## src/rtl/qspi_frame_seq.sv

```systemverilog
module qspi_frame_seq #(
  parameter int CMD_W  = 9,
  parameter int IDLE_W = 4,
  parameter int RATE_W = 4
) (
  input  logic              clk,
  input  logic              rst_n,
  input  logic              start,
  input  logic [15:0]       cfg_total_lo,
  input  logic [15:0]       cfg_total_hi,
  input  logic [CMD_W-1:0]  cfg_cmd_bytes,
  input  logic [IDLE_W-1:0] cfg_idle_cycles,
  input  logic [1:0]        cfg_lane_mode,
  input  logic              cfg_quad,
  input  logic [RATE_W-1:0] cfg_rate,
  input  logic              cfg_clk_idle,
  input  logic [7:0]        tx_data,
  output logic              tx_pop,
  output logic [7:0]        rx_data,
  output logic              rx_push,
  output logic              sclk,
  output logic              cs_n,
  output logic [3:0]        dq_out,
  output logic [3:0]        dq_oe,
  input  logic [3:0]        dq_in,
  output logic              ready,
  output logic              done
);
  localparam int LEFT_W = (IDLE_W > 4) ? IDLE_W : 4;

  typedef enum logic [1:0] {S_IDLE, S_SETUP, S_SHIFT} st_t;

  st_t               st;
  logic [31:0]       tot_q, cmd_q, idx;
  logic [IDLE_W-1:0] idle_q;
  logic [1:0]        mode_q, lw;
  logic              quad_q, lvl_q, hi, gap, recv_q;
  logic [RATE_W-1:0] rate_q, cnt;
  logic [LEFT_W-1:0] left;
  logic [7:0]        sh, rxsh;
  logic [3:0]        oe_q;

  wire [31:0] total_in = {cfg_total_hi, cfg_total_lo};
  wire [31:0] cmd_in   = 32'(cfg_cmd_bytes);
  wire        tick     = (cnt == rate_q - 1'b1);
  wire [31:0] nxt      = (st == S_SETUP || gap) ? idx : idx + 32'd1;
  wire        last     = !gap && (idx + 32'd1 == tot_q);
  wire        to_gap   = !gap && (nxt == cmd_q) && (cmd_q != 0) && (cmd_q < tot_q) && (idle_q != 0);
  wire        in_cmd   = nxt < cmd_q;
  wire [1:0]  wm       = quad_q ? 2'd2 : 2'd1;

  logic [1:0]        n_lw;
  logic              n_drv;
  logic [3:0]        n_oe;
  logic [LEFT_W-1:0] n_left;

  always_comb begin
    n_drv = in_cmd;
    case (mode_q)
      2'd0:    begin n_lw = 2'd0; n_drv = 1'b1; end
      2'd1:    n_lw = in_cmd ? 2'd0 : wm;
      2'd2:    n_lw = (in_cmd && nxt == 0) ? 2'd0 : wm;
      default: n_lw = wm;
    endcase
    case (n_lw)
      2'd0:    begin n_oe = 4'b0001; n_left = LEFT_W'(8); end
      2'd1:    begin n_oe = 4'b0011; n_left = LEFT_W'(4); end
      default: begin n_oe = 4'b1111; n_left = LEFT_W'(2); end
    endcase
    if (!n_drv) n_oe = 4'b0000;
  end

  always_ff @(posedge clk or negedge rst_n) begin
    if (!rst_n) begin
      st <= S_IDLE; tot_q <= '0; cmd_q <= '0; idx <= '0; idle_q <= '0;
      mode_q <= '0; quad_q <= 1'b0; lvl_q <= 1'b0; rate_q <= RATE_W'(1);
      cnt <= '0; hi <= 1'b0; gap <= 1'b0; recv_q <= 1'b0; lw <= '0;
      left <= '0; sh <= '0; rxsh <= '0; oe_q <= '0;
      tx_pop <= 1'b0; rx_push <= 1'b0; rx_data <= '0; done <= 1'b0;
    end else begin
      tx_pop  <= 1'b0;
      rx_push <= 1'b0;
      done    <= 1'b0;
      case (st)
        S_IDLE: if (start && total_in != 0) begin
          st     <= S_SETUP;
          tot_q  <= total_in;
          cmd_q  <= (cmd_in >= total_in) ? total_in : cmd_in;
          idle_q <= cfg_idle_cycles;
          mode_q <= cfg_lane_mode;
          quad_q <= cfg_quad;
          rate_q <= (cfg_rate == 0) ? RATE_W'(1) : cfg_rate;
          lvl_q  <= cfg_clk_idle;
          idx    <= '0;
          cnt    <= '0;
          gap    <= 1'b0;
        end
        default: if (!tick) cnt <= cnt + 1'b1;
        else begin
          cnt <= '0;
          hi  <= (st == S_SHIFT) ? !hi : 1'b0;
          if (st == S_SHIFT && !hi) begin
            case (lw)
              2'd0:    rxsh <= {rxsh[6:0], dq_in[1]};
              2'd1:    rxsh <= {rxsh[5:0], dq_in[1:0]};
              default: rxsh <= {rxsh[3:0], dq_in};
            endcase
          end
          if (st == S_SHIFT && hi) begin
            sh   <= sh << (1 << lw);
            left <= left - 1'b1;
            if (left == 1 && recv_q && !gap) begin
              rx_push <= 1'b1;
              rx_data <= rxsh;
            end
          end
          if (st == S_SETUP || (hi && left == 1)) begin
            if (st == S_SHIFT && last) begin
              st   <= S_IDLE;
              done <= 1'b1;
              oe_q <= '0;
            end else if (st == S_SHIFT && to_gap) begin
              gap    <= 1'b1;
              idx    <= nxt;
              left   <= LEFT_W'(idle_q);
              oe_q   <= '0;
              sh     <= '0;
              recv_q <= 1'b0;
            end else begin
              st     <= S_SHIFT;
              gap    <= 1'b0;
              idx    <= nxt;
              lw     <= n_lw;
              oe_q   <= n_oe;
              recv_q <= !in_cmd;
              left   <= n_left;
              sh     <= n_drv ? tx_data : 8'h00;
              tx_pop <= n_drv;
            end
          end
        end
      endcase
    end
  end

  assign ready = (st == S_IDLE);
  assign cs_n  = (st == S_IDLE);
  assign sclk  = (st == S_SHIFT) ? hi : (st == S_IDLE ? cfg_clk_idle : lvl_q);
  assign dq_oe = (st == S_SHIFT) ? oe_q : 4'b0000;

  always_comb begin
    case (lw)
      2'd0:    dq_out = {3'b000, sh[7]};
      2'd1:    dq_out = {2'b00, sh[7:6]};
      default: dq_out = sh[7:4];
    endcase
  end
endmodule

```

## config.mk

```make
export PLATFORM = sky130hd
export DESIGN_NAME = qspi_frame_seq
export DESIGN_NICKNAME = d
export VERILOG_FILES = /design/src/rtl/qspi_frame_seq.sv
export SDC_FILE = /design/constraint.sdc
export NUM_CORES = 1
export LEC_CHECK = 0
export BUFFER_PORTS_ARGS = -buffer_cell sky130_fd_sc_hd__buf_4
export CAP_MARGIN = 20
export CORE_ASPECT_RATIO = 1.5
export CORE_UTILIZATION = 45
export CTS_BUF_LIST = sky130_fd_sc_hd__clkbuf_16
export DETAILED_ROUTE_END_ITERATION = 16
export PLACE_DENSITY = 0.64
export SYNTH_ARGS = -nofsm -noshare
export SYNTH_HDL_FRONTEND = slang
export SYNTH_SLANG_ARGS = --single-unit
```

## constraint.sdc

```tcl
create_clock -name clk -period 8.23 [get_ports clk]
set_input_delay 0.4115 -clock clk [delete_from_list [all_inputs] [get_ports clk]]
set_output_delay 0.4115 -clock clk [all_outputs]
set_load 0.02 [all_outputs]
```

==> results of run 1 <==
-- worst reg2reg max path, stage by stage, from the launching register on --
cell and delay, ns:
dfrtp_1 0.55, ha_1 0.30, inv_1 0.10, nor4_2 0.89, a21boi_0 0.25, or2_2 0.38
ha_1 0.19, a21o_1 0.17, a21oi_1 0.13, o221ai_1 0.17, a2111oi_0 0.44, o221ai_1 0.34
o21a_1 0.20, nor3_1 0.74, nand2_2 0.18, o31ai_1 0.25
-- worst min-delay path by stage --
| stage | from | end | slack [ns] | depth (start not counted) |
|---|---|---|---|---|
| after floorplan | rst_n | cmd_q[0]$_DFFE_PN0P_ | 0.12 | 0 |
| after global placement | oe_q[0]$_DFFE_PN0P_ | oe_q[0]$_DFFE_PN0P_ | 0.46 | 2 |
| after detailed placement | oe_q[2]$_DFFE_PN0P_ | oe_q[2]$_DFFE_PN0P_ | 0.46 | 2 |
| after CTS | rst_n | rx_data[7]$_DFFE_PN0P_ | 0.10 | 1 |
| after global routing | rst_n | rx_push$_DFF_PN0_ | 0.13 | 1 |
| final | rst_n | rx_data[7]$_DFFE_PN0P_ | 0.04 | 1 |
-- stage by stage --
| step | hold WS [ns] | power, mW |
|---|---|---|
| 6_report | 0.0423 | 1.59 |
| 3_3_place_gp | 0.457 | 0.846 |
| 3_5_place_dp | 0.461 | 0.847 |
| 4_1_cts | 0.104 | 1.61 |
| 2_1_floorplan | 0.116 | 0.794 |
| 5_1_grt | 0.133 | 1.65 |
-- cell usage after synthesis, types with 9 or more instances --
cell,count
mux2i_1,16
and3_1,12
nand3_1,44
dfrtp_1,152
a22oi_1,11
inv_1,99
buf_4,11
a211oi_1,9
xnor2_1,50
clkbuf_1,43
o21a_1,10
a22o_1,19
nand4_1,44
or2_2,12
a21oi_1,42
ha_1,77
nor2_1,45
xor2_1,31
mux2_2,44
buf_2,19
nor3_1,40
and4_1,10
nor4_1,30
a21o_1,26
and2_1,18
nand2_1,97
a31oi_1,41
o21ai_0,58
-- routing by layer --
layer  vias up  global-route usage  share of wire
met5         -                   0              0
met4         0               0.170          0.057
met3        96              0.0397          0.038
met2       293               0.480           0.50
met1      4691               0.334           0.41
li1       4574                   -              -
-- layout make-up --
cell class | count | area [um2] | area share
clock inverters | 14 | 136 | 0.0110
inverters | 101 | 379 | 0.0306
repair buffers | 98 | 739 | 0.0598
clock buffers | 17 | 425 | 0.0344
flip-flops and latches | 153 | 3830 | 0.310
multi-input cells | 901 | 6460 | 0.522
well taps | 319 | 399 | 0.0323
-- sequential cells by signal, indices dropped and copies added, names as in the netlist, 2 cells and up --
signal   flops
cmd_q       32
tot_q       32
st           2
idx         32
mode_q       2
oe_q         3
rxsh         8
lw           2
cnt          4
left         4
rx_data      8
sh           8
idle_q       4
rate_q       4
-- report_power, final --
part	total [mW]	switching, mW	internal (mW)
Combinational	0.0710	0.0392	0.0318
Sequential	0.760	0.00432	0.756
Clock	0.764	0.324	0.440
Total	1.59	0.367	1.23
-- cells in the final DEF (no fill, tap or decap), drive strengths merged, types with 7 or more instances in the layout --
cell     Yosys  final
a2111oi      8      8
a211oi       9      9
a21o        26     26
a21oi       42     42
a22o        19     19
a22oi       11     11
a31oi       41     41
and2        19     19
and3        12     12
and4        10     10
buf         35     98
clkbuf      44     17
dfrtp      152    152
ha          77     77
inv        101    103
mux2        44     44
mux2i       16     16
nand2       98     98
nand3       44     44
nand4       48     48
nand4b       7      7
nor2        47     47
nor3        40     40
nor4        35     35
o21a        10     10
o21ai       61     61
o31ai        7      7
or2         12     12
or3          7      7
xnor2       50     50
xor2        31     31
-- logic make-up (layout without fill, tap and decap cells) --
| logic type | after synthesis | count (layout) | share of synthesized area |
|---|---|---|---|
| multiplexers | 60 | 60 | 0.0595 |
| adder cells (fa/ha/maj) | 77 | 77 | 0.0874 |
| AO/OA/AOI/OAI | 274 | 274 | 0.167 |
| AND/OR/NAND/NOR | 409 | 409 | 0.206 |
| XOR/XNOR | 81 | 81 | 0.0644 |
| buffers and inverters | 180 | 230 | 0.0680 |
| flip-flops | 153 | 153 | 0.347 |
==> results.ini, run 1 <==
[global_route]
grt_overflow=0
antenna_found_initial=0
grt_max_degree=97
grt_pass1_wl_um=53500
gr-usage-all-layers=0.283
grt_pass1_vias=9568

[power_and_ir_drop]
p_leak_nw=5.58
power_density_nw_per_um2=129
ir_worst_vdd_uv=145

[clock_network]
cts_max_path_buffers=2
ctsRootBufferMaster=clkbuf_16
cts_made_buffers=17
postCtsHoldBufs=0
post_cts.repair.setup_buffers=0
path_clk_slew_ns=0.07
clock-sinks=153
cts_htree_levels=4
cts_resized=0
cts_tree=done
clk_latency_ns=0.44

[sta]
worstMarginPinSlew_ns=1.07
finalSetupViolCount=0
fin_crit_ns=5.38
fin_crit_sh=0.654
finalHoldViolCount=0
timing.slew.headroom=0.282
drv_slew=0
rsz0062_at_grt=no
fin_setup_tns_ns=0
setup_ws_ns=2.85
max_freq_ghz=0.186
clock_skew_ns=0.0158

[yosys]
yosysUniqueCellTypes=77
synth_top_area_frac=0.345
ys_top_cells_by_area=dfrtp_1 35%, ha_1 8.7%, mux2_2 4.5%, xnor2_1 4.0%, inv_1 3.4%
yosysSeqAreaShare=0.347
synth_top_area_cell=dfrtp_1
synth_area_um2=11000
syn_area_per_cell_um2=8.93
synth_cells=1234
synth_warnings=0
synth_edf_count=0
synthesis.nets=1379
ys_ff_latch=153
synthArstFlopShare=1.00
ys.flop_type=dfrtp_1

[worst_setup_path]
cp_slowest_cell=nor4_2
endpoint=oe_q[2]$_DFFE_PN0P_
r2r_start=idx[0]$_DFFE_PN0P_
worstSetupStartpoint=idx[0]$_DFFE_PN0P_
required_ns=8.58
cpPeakStageDelay_ns=0.89
critPathCaptureType=flop
path_delay_family=simple AND/OR/NAND/NOR gates
rr_endpoint=oe_q[2]$_DFFE_PN0P_
path_cells=ha_1, inv_1, nor4_2, a21boi_0, or2_2, ha_1, a21o_1, a21oi_1, o221ai_1, a2111oi_0, o221ai_1, o21a_1, nor3_1, nand2_2, o31ai_1
cp_data_arrival_time_ns=5.73
start_kind=flop
worst-path-stages=15
rrSetupSlack_ns=2.85
crit_type=reg -> reg
critPathMaxFanout=11
timing.critical_path.buf_inv=1
reg2regPathDepth=15

[die]
fp.dieH_um=194
initial_core_util=0.463
fp.coreArea_um2=23800
io_pins=90
die_area_um2=25100
rows=69
die_w_um=130

[layout]
diodes=0
fillers=2285
post-route-util=0.519
layout-drive-gt1-share=0.160
areaGrowthSynthToFinish_pct=12.2
fin_nets=1417
final_cells=1603
design_area_um2=12400

[routing]
first_iter_violations=639
ant_nets=0
first_pass_iters=6
drcViolationCount=0
wire_per_inst_um=21.2
wl_um=34000
via_per_inst=6.02
vias=9654

[hold_path]
hold_path_class=in -> async

[placed_design]
placed_cells=1572
post-dp-hpwl_um=26700
placed_cell_area_um2=11800
gp_congestion=0.914
dp_slack_ns=2.90
numPortBuffers=89

[outcome]
status=complete, no violations

[job]
drv_cap=0

No activity file was read; power rests on OpenSTA's default activity.
==> inputs of run 2 (changes only) <==
Clock period 8.23 ns to 5.3 ns, I/O delays scaled along.
==> results.ini, run 2 (synthesis results as in run 1) <==
[hold_path]
holdPathStages=2
hold_path_class=in -> reg  ; was in -> async
holdPathEnd=mode_q[1]$_DFFE_PN0P_
hp-start=cfg_lane_mode[1]

[sta]
fin_setup_tns_ns=0  ; unchanged
rsz0062_at_grt=no  ; unchanged
fin_crit_ns=4.87  ; was 5.38 ns
max_freq_ghz=0.205  ; was 0.186 GHz
worstMarginPinSlew_ns=1.04  ; was 1.07 ns
finalSetupViolCount=0  ; unchanged
whs_ns=0.0491  ; was 0.0423 ns
clock_skew_ns=0.0161  ; was 0.0158 ns
timing.slew.headroom=0.285  ; was 0.282
drv_slew=0  ; unchanged
fin_crit_sh=0.919  ; was 0.654
finalHoldViolCount=0  ; unchanged
setup_ws_ns=0.431  ; was 2.85 ns

[global_route]
gr-usage-all-layers=0.282  ; was 0.283
grt_pass1_wl_um=53300  ; was 53,500 um
grt_pass1_vias=9646  ; was 9,568
grt_max_degree=110  ; was 97
antenna_found_initial=0  ; unchanged
grt_overflow=0  ; unchanged

[routing]
via_per_inst=6.08  ; was 6.02
ant_nets=0  ; unchanged
vias=9839  ; was 9,654
first_iter_violations=557  ; was 639
first_pass_iters=6  ; unchanged
wl_um=34400  ; was 34,000 um
wire_per_inst_um=21.2  ; about the same
drcViolationCount=0  ; unchanged

[power_and_ir_drop]
ir_worst_vdd_uv=214  ; was 145 uV
p_leak_nw=5.66  ; was 5.58 nW
power_density_nw_per_um2=195  ; was 129 nW/um2

[worst_setup_path]
cp_data_arrival_time_ns=5.20  ; was 5.73 ns
start_kind=flop  ; unchanged
reg2regPathDepth=17  ; was 15
rr_endpoint=sh[7]$_DFFE_PN0P_  ; was oe_q[2]$_DFFE_PN0P_
r2r_start=idx[0]$_DFFE_PN0P_  ; unchanged
critPathCaptureType=flop  ; unchanged
required_ns=5.63  ; was 8.58 ns
crit_type=reg -> reg  ; unchanged
critPathMaxFanout=11  ; unchanged
rrSetupSlack_ns=0.43  ; was 2.85 ns

[placed_design]
dp_slack_ns=0.460  ; was 2.90 ns
placed_cell_area_um2=11900  ; was 11,800 um2
gp_congestion=1.02  ; was 0.914
post-dp-hpwl_um=26800  ; was 26,700 um
numPortBuffers=89  ; unchanged

[clock_network]
post_cts.repair.setup_buffers=0  ; unchanged
cts_max_path_buffers=2  ; unchanged
cts_htree_levels=4  ; unchanged
ctsRootBufferMaster=clkbuf_16  ; unchanged
clock-sinks=153  ; unchanged
clk_latency_ns=0.45  ; was 0.44 ns
cts_made_buffers=17  ; unchanged
cts_tree=done  ; unchanged
path_clk_slew_ns=0.07  ; about the same

[layout]
fillers=2295  ; was 2,285
multi_input_area_um2=6470  ; was 6460 um2
areaGrowthSynthToFinish_pct=13.5  ; was 12.2%
layout_commonest_cell=dfrtp_1  ; unchanged
mostFrequentLayoutCells=152 x dfrtp_1, 107 x buf_4, 103 x inv_1  ; was 152 x dfrtp_1, 101 x inv_1, 97 x nand2_1, 97 x buf_4, 77 x ha_1
fin_nets=1431  ; was 1,417
reg_top3=cmd_q x32, idx x32, tot_q x32  ; unchanged
regArea_um2=3830  ; unchanged
layout-drive-gt1-share=0.168  ; was 0.160
diodes=0  ; unchanged
post-route-util=0.525  ; was 0.519
design_area_um2=12500  ; was 12,400 um2

[outcome]
status=complete, no violations  ; unchanged

[die]
die_area_um2=25100  ; unchanged
io_pins=90  ; unchanged
rows=69  ; unchanged
fp.dieH_um=194  ; unchanged
fp.coreArea_um2=23800  ; unchanged
initial_core_util=0.463  ; unchanged
die_w_um=130  ; unchanged

[job]
drv_cap=0  ; unchanged

[run 2: per-layer routing]
layer / share of wire / up-vias / GRT usage
met2: 0.50 / 379 / 0.483
met3: 0.046 / 102 / 0.0353
met1: 0.39 / 4750 / 0.330
met4: 0.058 / 0 / 0.173
li1: - / 4608 / -
met5: 0 / - / 0
[run 2: area by class of cell]
cell class / count / share of cell area
Timing Repair Buffer: 112 / 0.0713
Tap cell: 319 / 0.0319
Sequential cell: 153 / 0.306
Inverter: 101 / 0.0303
Clock buffer: 17 / 0.0340
Multi-Input combinational cell: 901 / 0.517
Clock inverter: 15 / 0.00920
[run 2: through the flow]
step | power (mW) | cells
after detailed placement | 1.31 | 1584
after floorplan | 1.23 | 1234
after global placement | 1.31 | 1584
after CTS | 2.46 | 1616
after global routing | 2.52 | 1618
final | 2.44 | 1618
[run 2: power breakdown]
| group | switching (mW) | internal, mW |
|---|---|---|
| Combinational | 0.0607 | 0.0519 |
| Sequential | 0.00674 | 1.17 |
| Clock | 0.515 | 0.636 |
| Total | 0.582 | 1.86 |
[run 2: timing repair]
| action | CTS | global route |
|---|---|---|
| setup endpoints to repair | 0 | 1 |
| gates resized for setup | 0 | 1 |
| hold buffers | 0 | 1 |
| hold endpoints to repair | 0 | 20 |
[run 2: critical path, cell delays in order (launching register included)]
cell	delay (ns)
dfrtp_1	0.57
ha_1	0.31
and3_1	0.36
nand4_2	0.36
or4_4	0.66
nor2_1	0.13
xor2_1	0.11
ha_1	0.31
nand4_1	0.13
nor2_1	0.18
nand3_1	0.09
nor4_1	0.36
nand2_1	0.09
a21oi_1	0.39
nor3_1	0.17
nand2_2	0.14
inv_2	0.06
a221o_1	0.33
[run 2: worst max-delay path by stage]
stage	start	end	slack, ns	cells past startpoint
floorplan	st[0]$_DFFE_PN0P_	oe_q[2]$_DFFE_PN0P_	1.31	16
global placement	idx[0]$_DFFE_PN0P_	sh[1]$_DFFE_PN0P_	0.59	15
detailed placement	idx[0]$_DFFE_PN0P_	oe_q[1]$_DFFE_PN0P_	0.46	14
CTS	idx[0]$_DFFE_PN0P_	lw[1]$_DFFE_PN0P_	0.41	14
global route	idx[0]$_DFFE_PN0P_	sh[4]$_DFFE_PN0P_	0.16	15
finish	idx[0]$_DFFE_PN0P_	sh[7]$_DFFE_PN0P_	0.43	17
==> inputs of run 3 (changes only) <==
Settings changed: CORE_UTILIZATION 45 to 50, PLACE_DENSITY 0.64 to 0.69.
==> results.ini, run 3 (synthesis results as in run 1) <==
[outcome]
status=complete, no violations  ; unchanged

[layout]
fin_nets=1434  ; was 1,431
fillers=1973  ; was 2,295
reg_top3=cmd_q x32, idx x32, tot_q x32  ; unchanged
layout_commonest_cell=dfrtp_1  ; unchanged
diodes=0  ; unchanged
layout-drive-gt1-share=0.171  ; was 0.168
mostFrequentLayoutCells=152 x dfrtp_1, 112 x buf_4, 101 x inv_1  ; was 152 x dfrtp_1, 107 x buf_4, 103 x inv_1
areaGrowthSynthToFinish_pct=13.3  ; was 13.5%

[power_and_ir_drop]
power_density_nw_per_um2=204  ; was 195 nW/um2
p_leak_nw=5.68  ; was 5.66 nW
ir_worst_vdd_uv=198  ; was 214 uV

[hold_path]
hold_path_class=in -> reg  ; unchanged
holdPathEnd=sh[6]$_DFFE_PN0P_  ; was mode_q[1]$_DFFE_PN0P_
hp-start=tx_data[6]  ; was cfg_lane_mode[1]
holdPathStages=2  ; unchanged

[global_route]
antenna_found_initial=0  ; unchanged
gr-usage-all-layers=0.316  ; was 0.282
grt_overflow=0  ; unchanged
grt_pass1_vias=9648  ; was 9,646
grt_pass1_wl_um=53700  ; was 53,300 um
grt_max_degree=110  ; unchanged

[routing]
ant_nets=0  ; unchanged
first_pass_iters=5  ; was 6
wl_um=34300  ; was 34,400 um
first_iter_violations=664  ; was 557
via_per_inst=6.29  ; was 6.08
drcViolationCount=0  ; unchanged
vias=9904  ; was 9,839
wire_per_inst_um=21.8  ; was 21.2 um

[sta]
fin_crit_ns=4.92  ; was 4.87 ns
fin_crit_sh=0.928  ; was 0.919
worstMarginPinSlew_ns=0.995  ; was 1.04 ns
clock_skew_ns=0.00979  ; was 0.0161 ns
timing.slew.headroom=0.336  ; was 0.285
max_freq_ghz=0.203  ; was 0.205 GHz
rsz0062_at_grt=no  ; unchanged
finalSetupViolCount=0  ; unchanged
setup_ws_ns=0.381  ; was 0.431 ns
finalHoldViolCount=0  ; unchanged
fin_setup_tns_ns=0  ; unchanged
drv_slew=0  ; unchanged

[clock_network]
cts_tree=done  ; unchanged
clock-sinks=153  ; unchanged
ctsRootBufferMaster=clkbuf_16  ; unchanged
clk_latency_ns=0.45  ; about the same
cts_resized=0  ; unchanged
path_clk_slew_ns=0.07  ; about the same
cts_max_path_buffers=2  ; unchanged
cts_made_buffers=17  ; unchanged
cts_htree_levels=4  ; unchanged

[die]
die_w_um=123  ; was 130 um
rows=66  ; was 69
initial_core_util=0.509  ; was 0.463
die_area_um2=22700  ; was 25,100 um2
io_pins=90  ; unchanged
fp.dieH_um=184  ; was 194 um
fp.coreArea_um2=21600  ; was 23,800 um2

[placed_design]
post-dp-hpwl_um=26600  ; was 26,800 um
gp_congestion=1.05  ; was 1.02
dp_slack_ns=0.560  ; was 0.460 ns
numPortBuffers=89  ; unchanged

[worst_setup_path]
required_ns=5.62  ; was 5.63 ns
start_kind=flop  ; unchanged
rr_endpoint=left[2]$_DFFE_PN0P_  ; was sh[7]$_DFFE_PN0P_
critPathMaxFanout=11  ; unchanged
rrSetupSlack_ns=0.38  ; was 0.43 ns
reg2regPathDepth=14  ; was 17
r2r_start=idx[0]$_DFFE_PN0P_  ; unchanged
critPathCaptureType=flop  ; unchanged
cp_data_arrival_time_ns=5.24  ; was 5.20 ns
crit_type=reg -> reg  ; unchanged

[job]
drv_cap=0  ; unchanged

==> run 3: cell count changes in the layout (fill, tap and decap cells not counted), moves of 2 or more <==
cell	delta
inv_1	-2
buf_4	+5
bufinv_16	+2
clkinv_2	+3
buf_12	-2
==> run 3: final cells by class <==
type | count | area, um2 | area share
clock buffer | 17 | 425 | 0.0341
clock inverter | 15 | 161 | 0.0129
inverter | 101 | 379 | 0.0304
multi-input combinational | 901 | 6460 | 0.517
sequential | 153 | 3830 | 0.307
tap | 272 | 340 | 0.0273
timing repair buffer | 115 | 890 | 0.0712
==> run 3: stage by stage <==
| step | utilization | hold slack [ns] | power, mW | instances | cell area, um2 |
|---|---|---|---|---|---|
| floorplan | - | -0.0306 | 1.23 | 1234 | 11000 |
| global placement | 0.548 | 0.457 | 1.31 | 1540 | 11900 |
| detailed placement | 0.548 | 0.463 | 1.31 | 1540 | 11900 |
| CTS | 0.575 | 0.0234 | 2.56 | 1572 | 12400 |
| global route | 0.577 | 0.0360 | 2.62 | 1574 | 12500 |
| finish | 0.577 | 0.0473 | 2.54 | 1574 | 12500 |
==> run 3: report_power, final <==
part / leakage [nW] / switching, mW / internal, mW
logic: 3.55 / 0.0612 / 0.0520
clock network: 0.287 / 0.519 / 0.732
registers: 1.85 / 0.00657 / 1.17
total: 5.68 / 0.587 / 1.96
==> run 3: critical path, stage by stage (launching register included) <==
cell	delay (ns)
dfrtp_1	0.56
ha_1	0.30
inv_1	0.10
or4_1	0.70
nor3_1	0.50
xor2_1	0.32
ha_1	0.32
nand4_1	0.13
nor2_1	0.08
a2111oi_0	0.44
o221ai_1	0.35
nor4b_1	0.38
a41o_1	0.24
and2_1	0.25
o31ai_1	0.12
==> run 3: worst max path at each step <==
stage	from	to	slack (ns)	cells past startpoint
floorplan	st[0]$_DFFE_PN0P_	oe_q[2]$_DFFE_PN0P_	1.31	16
global placement	idx[0]$_DFFE_PN0P_	sh[6]$_DFFE_PN0P_	0.68	17
detailed placement	idx[0]$_DFFE_PN0P_	sh[7]$_DFFE_PN0P_	0.56	17
CTS	idx[0]$_DFFE_PN0P_	sh[7]$_DFFE_PN0P_	0.53	17
global route	idx[0]$_DFFE_PN0P_	sh[7]$_DFFE_PN0P_	0.05	17
finish	idx[0]$_DFFE_PN0P_	left[2]$_DFFE_PN0P_	0.38	14
==> run 3: per-layer routing <==
layer | part of all wire | track usage
met2 | 0.50 | 0.534
met3 | 0.044 | 0.0413
met4 | 0.065 | 0.200
met5 | 0 | 0
met1 | 0.39 | 0.374
==> run 3: repair_timing <==
item | 4_1_cts | 5_1_grt
setup buffers | 0 | 0
hold buffers | 0 | 1
hold endpoints to repair | 0 | 17
endpoints found under the setup margin | 0 | 0
